`config.mk`:
```
export PLATFORM = sky130hd
export DESIGN_NAME = bcd_rtc_core
export DESIGN_NICKNAME = d
export VERILOG_FILES = /design/src/rtl/rtc_pkg.sv /design/src/rtl/rtc_prescale.sv /design/src/rtl/bcd_field.sv /design/src/rtl/rtc_hour.sv /design/src/rtl/bcd_rtc_core.sv
export SDC_FILE = /design/constraint.sdc
export NUM_CORES = 1
export LEC_CHECK = 0
export BUFFER_PORTS_ARGS = -buffer_cell sky130_fd_sc_hd__buf_2
export CAP_MARGIN = 20
export CORE_AREA = 2 2 169 121
export CTS_CLUSTER_SIZE = 14
export DETAILED_ROUTE_END_ITERATION = 10
export DIE_AREA = 0 0 171 123
export SLEW_MARGIN = 20
export SYNTH_ARGS = -nofsm -noshare
export SYNTH_HDL_FRONTEND = slang
export SYNTH_HIERARCHICAL = 1
export SYNTH_SLANG_ARGS = --single-unit
```
`constraint.sdc`:
```
create_clock -name clk_i -period 5.8 [get_ports clk_i]
set_clock_uncertainty 0.1 [all_clocks]
set_input_delay 0.29 -clock clk_i [delete_from_list [all_inputs] [get_ports clk_i]]
set_output_delay 0.29 -clock clk_i [all_outputs]
set_load 0.01 [all_outputs]
```
`src/rtl/rtc_pkg.sv`:
```
// Package: shared field codes and BCD helpers for the calendar counter.
// Assumes BCD digits are valid (0-9); callers tolerate out-of-range values
// by comparing with >= against the upper bound.
package rtc_pkg;

    typedef enum logic [2:0] {
        FLD_SEC   = 3'd0,
        FLD_MIN   = 3'd1,
        FLD_HOUR  = 3'd2,
        FLD_DATE  = 3'd3,
        FLD_MONTH = 3'd4,
        FLD_YEAR  = 3'd5,
        FLD_CENT  = 3'd6,
        FLD_DOW   = 3'd7
    } rtc_field_e;

    // Increment a two-digit packed BCD value by one (no upper wrap).
    function automatic logic [7:0] bcd_inc(input logic [7:0] v);
        logic [7:0] r;
        if (v[3:0] >= 4'd9) r = {v[7:4] + 4'd1, 4'd0};
        else                r = {v[7:4], v[3:0] + 4'd1};
        return r;
    endfunction

    // Leap test on a BCD year: 10 is 2 mod 4, so use tens parity and ones[1:0].
    function automatic logic year_is_leap(input logic [7:0] yr);
        logic [2:0] s;
        s = {1'b0, yr[4], 1'b0} + {1'b0, yr[1:0]};
        return (s[1:0] == 2'b00);
    endfunction

    // Last day of a month as BCD, given BCD month and BCD year.
    function automatic logic [7:0] month_last_day(input logic [7:0] mon,
                                                  input logic [7:0] yr);
        logic [7:0] d;
        case (mon)
            8'h02:                      d = year_is_leap(yr) ? 8'h29 : 8'h28;
            8'h04, 8'h06, 8'h09, 8'h11: d = 8'h30;
            default:                    d = 8'h31;
        endcase
        return d;
    endfunction

endpackage

```
`src/rtl/rtc_prescale.sv`:
```
// Module: rtc_prescale
// Divides the tick enable down to one pulse per second.
// Assumes hold_i is high in every write cycle so a tick there is discarded;
// clr_i (seconds write) restarts the sub-second count.
module rtc_prescale #(
    parameter int TICKS_PER_SEC = 4
) (
    input  logic clk_i,
    input  logic rst_ni,
    input  logic tick_i,
    input  logic hold_i,
    input  logic clr_i,
    output logic step_o
);

    generate
        if (TICKS_PER_SEC <= 1) begin : g_direct
            // One tick per second: pass the enable straight through.
            assign step_o = tick_i & ~hold_i & ~clr_i;
        end else begin : g_count
            localparam int CW = $clog2(TICKS_PER_SEC);
            localparam logic [CW-1:0] LAST = CW'(TICKS_PER_SEC - 1);

            logic [CW-1:0] cnt_q;
            logic          take;

            assign take   = tick_i & ~hold_i & ~clr_i;
            assign step_o = take & (cnt_q == LAST);

            // Sub-second tick counter with restart on seconds write.
            always_ff @(posedge clk_i) begin
                if (!rst_ni)            cnt_q <= '0;
                else if (clr_i)         cnt_q <= '0;
                else if (take) begin
                    if (cnt_q == LAST)  cnt_q <= '0;
                    else                cnt_q <= cnt_q + 1'b1;
                end
            end
        end
    endgenerate

endmodule

```
`src/rtl/bcd_field.sv`:
```
// Module: bcd_field
// One packed-BCD counter field with loadable value and bounds.
// Steps from lo_i up to hi_i and wraps; any value at or above hi_i wraps on
// the next step. Assumes inc_i and wr_i are never high together (the top
// suppresses all steps in write cycles).
module bcd_field #(
    parameter logic [7:0] RST_VAL = 8'h00,
    parameter logic [7:0] WR_MASK = 8'hFF
) (
    input  logic       clk_i,
    input  logic       rst_ni,
    input  logic       inc_i,
    input  logic       wr_i,
    input  logic [7:0] wr_val_i,
    input  logic [7:0] lo_i,
    input  logic [7:0] hi_i,
    output logic [7:0] val_o,
    output logic       carry_o
);
    import rtc_pkg::*;

    logic [7:0] val_q;
    logic       at_top;

    assign at_top  = (val_q >= hi_i);
    assign carry_o = inc_i & at_top;
    assign val_o   = val_q;

    // Field register: reset, load, or step with wrap.
    always_ff @(posedge clk_i) begin
        if (!rst_ni)     val_q <= RST_VAL;
        else if (wr_i)   val_q <= wr_val_i & WR_MASK;
        else if (inc_i)  val_q <= at_top ? lo_i : bcd_inc(val_q);
    end

endmodule

```
`src/rtl/rtc_hour.sv`:
```
// Module: rtc_hour
// Hour counter with 24-hour form and 12-hour form plus PM flag.
// Output byte: bit7 form (1 = 24-hour), bit6 PM, bits5:0 BCD hour.
// day_o pulses on the step that starts a new day. Assumes inc_i and wr_i are
// mutually exclusive.
module rtc_hour (
    input  logic       clk_i,
    input  logic       rst_ni,
    input  logic       inc_i,
    input  logic       wr_i,
    input  logic [7:0] wr_val_i,
    output logic [7:0] hour_o,
    output logic       day_o
);
    import rtc_pkg::*;

    logic       form24_q;
    logic       pm_q;
    logic [5:0] hr_q;
    logic [5:0] hr_nxt;
    logic       pm_nxt;
    logic [7:0] hr_up;

    assign hr_up  = bcd_inc({2'b00, hr_q});
    assign hour_o = {form24_q, pm_q, hr_q};

    // Next-hour and day-carry decision for both hour forms.
    always_comb begin
        hr_nxt = hr_q;
        pm_nxt = pm_q;
        day_o  = 1'b0;
        if (inc_i) begin
            if (form24_q) begin
                if (hr_q >= 6'h23) begin
                    hr_nxt = 6'h00;
                    day_o  = 1'b1;
                end else begin
                    hr_nxt = hr_up[5:0];
                end
            end else begin
                if (hr_q == 6'h11) begin
                    hr_nxt = 6'h12;
                    pm_nxt = ~pm_q;
                    day_o  = pm_q;
                end else if (hr_q >= 6'h12) begin
                    hr_nxt = 6'h01;
                end else begin
                    hr_nxt = hr_up[5:0];
                end
            end
        end
    end

    // Hour state registers: reset to 12 AM in 12-hour form.
    always_ff @(posedge clk_i) begin
        if (!rst_ni) begin
            form24_q <= 1'b0;
            pm_q     <= 1'b0;
            hr_q     <= 6'h12;
        end else if (wr_i) begin
            form24_q <= wr_val_i[7];
            pm_q     <= wr_val_i[7] ? 1'b0 : wr_val_i[6];
            hr_q     <= wr_val_i[5:0];
        end else begin
            hr_q     <= hr_nxt;
            pm_q     <= pm_nxt;
        end
    end

endmodule

```
`src/rtl/bcd_rtc_core.sv`:
```
// Module: bcd_rtc_core (top)
// BCD time-of-day and calendar counter. A completed second ripples through
// seconds, minutes, hours, date, month, year and century within one edge.
// Assumes a single write per cycle; a write discards any tick in that cycle.
module bcd_rtc_core #(
    parameter int         TICKS_PER_SEC = 4,
    parameter logic [7:0] CENT_FIRST    = 8'h19,
    parameter logic [7:0] CENT_NEXT     = 8'h20,
    parameter logic [7:0] CENT_RST      = 8'h20,
    parameter int         DOW_DAYS      = 7
) (
    input  logic       clk_i,
    input  logic       rst_ni,
    input  logic       tick_i,
    input  logic       wr_en_i,
    input  logic [2:0] wr_sel_i,
    input  logic [7:0] wr_data_i,
    output logic [7:0] sec_o,
    output logic [7:0] min_o,
    output logic [7:0] hour_o,
    output logic [7:0] date_o,
    output logic [7:0] month_o,
    output logic [7:0] year_o,
    output logic [7:0] century_o,
    output logic [2:0] dow_o
);
    import rtc_pkg::*;

    localparam int         NFIELDS  = 8;
    localparam logic [2:0] DOW_LAST = 3'(DOW_DAYS - 1);

    logic [NFIELDS-1:0] wr_hit;
    logic               sec_step;
    logic               sec_carry, min_carry, day_step;
    logic               date_carry, month_carry, year_carry;
    logic [7:0]         date_hi;
    logic [2:0]         dow_q;
    logic [7:0]         cent_q;

    // One-hot field write decode.
    always_comb begin
        wr_hit = '0;
        if (wr_en_i) wr_hit[wr_sel_i] = 1'b1;
    end

    rtc_prescale #(.TICKS_PER_SEC(TICKS_PER_SEC)) u_pre (
        .clk_i  (clk_i),
        .rst_ni (rst_ni),
        .tick_i (tick_i),
        .hold_i (wr_en_i),
        .clr_i  (wr_hit[FLD_SEC]),
        .step_o (sec_step)
    );

    bcd_field #(.RST_VAL(8'h00), .WR_MASK(8'h7F)) u_sec (
        .clk_i(clk_i), .rst_ni(rst_ni), .inc_i(sec_step),
        .wr_i(wr_hit[FLD_SEC]), .wr_val_i(wr_data_i),
        .lo_i(8'h00), .hi_i(8'h59), .val_o(sec_o), .carry_o(sec_carry)
    );

    bcd_field #(.RST_VAL(8'h00), .WR_MASK(8'h7F)) u_min (
        .clk_i(clk_i), .rst_ni(rst_ni), .inc_i(sec_carry),
        .wr_i(wr_hit[FLD_MIN]), .wr_val_i(wr_data_i),
        .lo_i(8'h00), .hi_i(8'h59), .val_o(min_o), .carry_o(min_carry)
    );

    rtc_hour u_hour (
        .clk_i(clk_i), .rst_ni(rst_ni), .inc_i(min_carry),
        .wr_i(wr_hit[FLD_HOUR]), .wr_val_i(wr_data_i),
        .hour_o(hour_o), .day_o(day_step)
    );

    assign date_hi = month_last_day(month_o, year_o);

    bcd_field #(.RST_VAL(8'h01), .WR_MASK(8'h3F)) u_date (
        .clk_i(clk_i), .rst_ni(rst_ni), .inc_i(day_step),
        .wr_i(wr_hit[FLD_DATE]), .wr_val_i(wr_data_i),
        .lo_i(8'h01), .hi_i(date_hi), .val_o(date_o), .carry_o(date_carry)
    );

    bcd_field #(.RST_VAL(8'h01), .WR_MASK(8'h1F)) u_month (
        .clk_i(clk_i), .rst_ni(rst_ni), .inc_i(date_carry),
        .wr_i(wr_hit[FLD_MONTH]), .wr_val_i(wr_data_i),
        .lo_i(8'h01), .hi_i(8'h12), .val_o(month_o), .carry_o(month_carry)
    );

    bcd_field #(.RST_VAL(8'h00), .WR_MASK(8'hFF)) u_year (
        .clk_i(clk_i), .rst_ni(rst_ni), .inc_i(month_carry),
        .wr_i(wr_hit[FLD_YEAR]), .wr_val_i(wr_data_i),
        .lo_i(8'h00), .hi_i(8'h99), .val_o(year_o), .carry_o(year_carry)
    );

    // Century byte: load, or advance from the first to the next century on year wrap.
    always_ff @(posedge clk_i) begin
        if (!rst_ni)                                  cent_q <= CENT_RST;
        else if (wr_hit[FLD_CENT])                    cent_q <= wr_data_i;
        else if (year_carry && cent_q == CENT_FIRST)  cent_q <= CENT_NEXT;
    end

    // Weekday counter: steps once per new day, independent of the date value.
    always_ff @(posedge clk_i) begin
        if (!rst_ni)                 dow_q <= 3'd0;
        else if (wr_hit[FLD_DOW])    dow_q <= wr_data_i[2:0];
        else if (day_step)           dow_q <= (dow_q >= DOW_LAST) ? 3'd0 : dow_q + 3'd1;
    end

    assign century_o = cent_q;
    assign dow_o     = dow_q;

endmodule

```
# Yosys cells after proc, flatten, opt, wreduce, memory -nomap -nowiden
# Index checks and enable logic that the tools add are counted.
[word_totals] regBits=61 inputBits=15 wordCells=155
[op_classes] n_addsub=15 magnitude_cmp=16 eq_ne=9 n_mux=47 bitwise=12 reduce_logical=36
[ops] operator="$mux W8" n=15
[ops] operator="$mux W6" n=9
[ops] operator="$add A4 B1 Y4 const B" n=11
[ops] operator="$mux W7" n=4
[ops] operator="$reduce_bool A2 Y1" n=13
[ops] operator="$ge A4 B4 Y1 const B" n=6
[ops] operator="$reduce_and A2 Y1" n=9
[ops] operator="$eq A8 B3 Y1 const B" n=2
[ops] operator="$eq A8 B5 Y1 const B" n=2
[ops] operator="$ge A8 B7 Y1 const B" n=2
[ops] operator="$reduce_bool A3 Y1" n=5
[ops] operator="$mux W1" n=11
[ops] operator="$mux W5" n=2
[ops] operator="$pmux W5 S2" n=1
[ops] operator="$mux W3" n=3
[ops] operator="$and A1 B1 Y1" n=8
[ops] operator="$eq A8 B2 Y1 const B" n=1
[ops] operator="$eq A8 B4 Y1 const B" n=1
[ops] operator="$ge A8 B5 Y1 const B" n=1
[ops] operator="$ge A8 B6 Y1" n=1
[ops] operator="$ge A8 B8 Y1 const B" n=1
[ops] operator="$reduce_or A2 Y1" n=4
[ops] operator="$eq A6 B5 Y1 const B" n=1
[ops] operator="$ge A6 B5 Y1 const B" n=1
[ops] operator="other kinds (16)" n=21

# Longest topological paths before layout
[depth] ltp_word=17 ltp_mapped=20

# Hierarchy
# The synthesis kept the hierarchy.
[modules_own_cells] mod="bcd_field at u_min ..." instances=2 cells_each=107 area_per_inst_um2=865.8
[modules_own_cells] mod="bcd_field at u_date" instances=1 cells_each=103 area_per_inst_um2=878.3
[modules_own_cells] mod="bcd_field at u_year" instances=1 cells_each=102 area_per_inst_um2=818.3
[modules_own_cells] mod="bcd_field at u_month" instances=1 cells_each=97 area_per_inst_um2=777.0
[modules_own_cells] mod="rtc_hour" instances=1 cells_each=87 area_per_inst_um2=732.0
[modules_own_cells] mod="bcd_rtc_core" instances=1 cells_each=84 area_per_inst_um2=671.9
[modules_own_cells] mod="rtc_prescale" instances=1 cells_each=11 area_per_inst_um2=113.9

# Worst setup path before layout
# Ideal clock, no wire load.
[synth_timing] kind="reg-to-reg" start="register u_sec.val_q[0], in the netlist u_sec/val_o[0]" end="register cent_q[4], in the netlist century_o[4]" setup_time_ps=116 arrival_ps=4500 setup_slack_ps=1083 path_stages_with_launch=21 cell_sequence="dfxtp_1 inv_1 ha_1 and2b_2 o21ai_2 nand3_4 a21oi_1 inv_1 a21oi_1 inv_1 nor3_1 clkbuf_1 and2_4 clkbuf_1 inv_1 nor2_1 clkbuf_1 and2_2 and4bb_2 nand3_1 a41o_1"
[synth_between] elab_chain_len=9
[synth_rtl] element="start, declared" line="bcd_field.sv:22" source="logic [7:0] val_q;"
[synth_rtl] element="start signal, assigned" line="bcd_field.sv:32" source="else if (wr_i) val_q <= wr_val_i & WR_MASK;"
[synth_rtl] element="start signal, assigned" line="bcd_field.sv:33" source="else if (inc_i) val_q <= at_top ? lo_i : bcd_inc(val_q);"
[synth_rtl] element="$ge A8 B7 Y1" line="bcd_field.sv:25" source="assign at_top = (val_q >= hi_i);"
[synth_rtl] element="$and A1 B1 Y1" line="bcd_field.sv:26" source="assign carry_o = inc_i & at_top;"
[synth_rtl] element="named net sec_carry" line="bcd_rtc_core.sv:34" source="logic sec_carry, min_carry, day_step;"
[synth_rtl] element="$and A1 B1 Y1" line="bcd_field.sv:26"
[synth_rtl] element="named net min_carry" line="bcd_rtc_core.sv:34"
[synth_rtl] element="$mux W1" line="rtc_hour.sv:32" source="if (inc_i) begin"
[synth_rtl] element="named net day_step" line="bcd_rtc_core.sv:34"
[synth_rtl] element="$and A1 B1 Y1" line="bcd_field.sv:26"
[synth_rtl] element="named net date_carry" line="bcd_rtc_core.sv:35" source="logic date_carry, month_carry, year_carry;"
[synth_rtl] element="$and A1 B1 Y1" line="bcd_field.sv:26"
[synth_rtl] element="named net month_carry" line="bcd_rtc_core.sv:35"
[synth_rtl] element="$and A1 B1 Y1" line="bcd_field.sv:26"
[synth_rtl] element="named net year_carry" line="bcd_rtc_core.sv:35"
[synth_rtl] element="$logic_and A1 B1 Y1" line="bcd_rtc_core.sv:97" source="else if (year_carry && cent_q == CENT_FIRST) cent_q <= CENT_NEXT;"
[synth_rtl] element="$reduce_bool A2 Y1 (no line)"
[synth_rtl] element="end signal, assigned" line="bcd_rtc_core.sv:96" source="else if (wr_hit[FLD_CENT]) cent_q <= wr_data_i;"
[synth_rtl] element="end, declared" line="bcd_rtc_core.sv:38" source="logic [7:0] cent_q;"
# The timed path passes the listed nets, and every way through them passes these cells.
# A chain may end at the register's enable or synchronous reset.

# Worst setup path after layout
# Ends and elaborated chain as after synthesis.

==> results.yml <==
run_status:
  status: "completed"
global_routing:
  antenna_found_initial: 0
  grt_overflow_total: 0
  grt_pass1_vias: 4933
  grt_usage_pct: 15.61
  grt_start_max_net_pins: 36
  grt_pass1_wl_um: 25900
placement:
  placed_cells: 1097
  io_buffers: 73
  pre_cts_ws_ns: 0.7145
  dp.final_hpwl_um: 12050
  dpl-instance-area_um2: 6598
  place_congestion: 0.8613
logic_synthesis:
  synth.avg_cell_area_um2: 8.199
  ys_seq_elements: 61
  syn_area_um2: 5723
  ys_types: 92
  synth_edf_count: 0
  ys_seq_area_share_pct: 21.34
  synth_cells: 698
  ys.warnings.count: 6
  async_flop_share_pct: 0
  synth_flop_cell: "dfxtp_1"
routing:
  vias: 5328
  drtIter0Drc: 494
  ant_nets: 0
  viasPerCell: 4.787
  wl_per_cell_um: 14.19
  drt-total-wl_um: 15790
  drtPass1Iterations: 5
  remaining_drc_errors: 0
layout:
  fin_cells: 1113
  syn2layout_area_growth_pct: 20.75
  nNetsFinal: 923
  n_fill_cell: 2110
  n_antenna_cell: 0
  finalInstanceArea_um2: 6910
  drive_gt1_share_pct: 18.03
  finish.utilization_pct: 35.48
clock_tree:
  postCtsHoldBufs: 0
  cts_sinks: 61
  post_cts_buffers: 0
  clk_pin_slew_ns: 0.05
  htreeDepth: 3
  cts-root-buf: "clkbuf_16"
  cts_buffers: 9
  tritoncts: "yes"
  ctsResizeCount: 0
  clkLatencyLatePin_ns: 0.33
  max-clock-path-buffers: 2
setup_path:
  worstReg2RegStart: "u_sec/val_o[0]"
  critPathMaxFanout: 24
  crit_path_end_kind: "flop"
  crit_type: "reg -> reg"
  crit_required_ns: 5.92
  worst_setup_path_start_kind: "flop"
  setup.worst_path.start: "u_sec/val_o[0]"
  arrival_ns: 5.25
power_and_ir_drop:
  pwr-share-clk_pct: 48.2
  power.switching_mw: 0.3054
  ir_drop_mv: 0.1159
  p_leak_nw: 3.193
  internal-power_mw: 0.8568
  power.share.switching_pct: 26.28
  power_frac_seq_pct: 38.5
  combPwrFrac_pct: 13.3
  cellPowerDensity_nw_per_um2: 168.2
  power_mw: 1.162
sta:
  finalCritPeriodShare_pct: 88.44
  fmax_ghz: 0.1950
  setup_ws_ns: 0.6707
  finalSetupTns_ns: 0
  worst_slew_pin_slew_ns: 0.8670
  relSlewSlack_pct: 41.46
  rsz0062_at_grt: "false"
  hold_viol_final: 0
  finalMaxSlewViolations: 0
  whs_ns: 0.2022
  fin_crit_ns: 5.129
  final-setup-viol-count: 0
floorplanning:
  fp.coreArea_um2: 19480
  io_pins: 74
  dieHeight_um: 123
  dieArea_um2: 21030
  num_rows: 43
  floorplan.initialDensity_pct: 29.38
  die_w_um: 171
min_path:
  hold_class: "in -> reg"
  holdCritStartpoint: "wr_data_i[7]"
flow_run:
  max_cap_viol_count: 0
flip-flops by register name, summed over array words and instances, names as in the netlist:
signal,cells
u_sec/val_o,8
u_pre/g_count.cnt_q,2
u_date/val_o,8
u_min/val_o,8
u_hour/pm_q,1
u_month/val_o,8
u_hour/hr_q,6
dow_o,3
u_hour/form24_q,1
century_o,8
u_year/val_o,8
Yosys cell counts (8+ instances only):
library cell	count	share of area (%)
ha_1	70	15
nand3_1	31	2.7
mux2i_1	18	3.1
inv_1	79	5.2
nor2_1	42	2.8
xnor2_1	11	1.7
o21ai_0	39	3.4
nand2_1	40	2.6
o31ai_1	22	2.9
clkbuf_1	13	0.85
dfxtp_1	61	21
nor3_1	20	1.7
a21oi_1	26	2.3
a31oi_1	12	1.3
nand2b_1	19	2.1
nor3b_1	8	1.0
final timing paths:
check / to / slack, ns / depth (start not counted)
setup reg to reg: century_o[4] / 0.67 / 19
hold reg to reg: century_o[3] / 0.40 / 2
hold / removal: century_o[7] / 0.20 / 3
setup / recovery: century_o[4] / 0.67 / 19
placed cells by master, fill, tap and decap left out, types with 22 or more instances in the layout:
cell / synthesis / layout
inv_1: 79 / 79
buf_2: 1 / 73
dfxtp_1: 61 / 61
ha_1: 70 / 70
nor2_1: 42 / 42
o31ai_1: 22 / 22
nand2_1: 40 / 40
o21ai_0: 39 / 39
conb_1: 2 / 77
nand3_1: 31 / 31
a21oi_1: 26 / 26
power by group through the flow:
stage | logic (mW) | registers, mW | clock network [mW]
global route | 0.179 | 0.450 | 0.588
floorplan | 0.104 | 0.454 | 0
global placement | 0.152 | 0.457 | 0
detailed placement | 0.153 | 0.457 | 0
finish | 0.155 | 0.448 | 0.560
CTS | 0.154 | 0.448 | 0.570
area by class of cell:
type | count | area, µm² | area share [%]
clock inverters | 3 | 42.54 | 0.6156
multi-input cells | 606 | 4324 | 62.57
well taps | 270 | 337.8 | 4.889
flip-flops and latches | 61 | 1221 | 17.67
repair buffers | 79 | 410.4 | 5.939
clock buffers | 13 | 270.3 | 3.911
inverters | 81 | 304.0 | 4.400
cells by family after synthesis:
family / synth area share [%]
muxes: 3.345
buffers and inverters: 8.111
DFF: 21.34
adders and majority gates: 15.30
other: 0.1312
AOI/OAI and AO/OA: 25.49
xor gates and xnor gates: 2.602
and+or+nand+nor: 23.68
worst max-delay path, cell delays in order, from the launching register on:
cell,delay (ns)
dfxtp_1,0.43
inv_1,0.10
ha_1,0.27
and2b_2,0.21
o21ai_2,0.17
nand3_4,0.16
a21oi_1,0.71
inv_1,0.21
a21oi_1,0.50
inv_1,0.26
nor3_2,0.23
buf_4,0.26
and2_4,0.24
inv_1,0.12
nor2_1,0.12
buf_4,0.21
and2_2,0.15
and4bb_2,0.24
nand3_1,0.09
a41o_1,0.25
layer usage:
metal	GRT usage (%)	routed length, µm	vias up
li1	-	-	2753
met1	23.07	8488	2439
met2	22.96	6398	123
met4	3.443	136	0
met3	3.489	764	13
met5	0	0	-
Power figures use the tool's default switching activity.
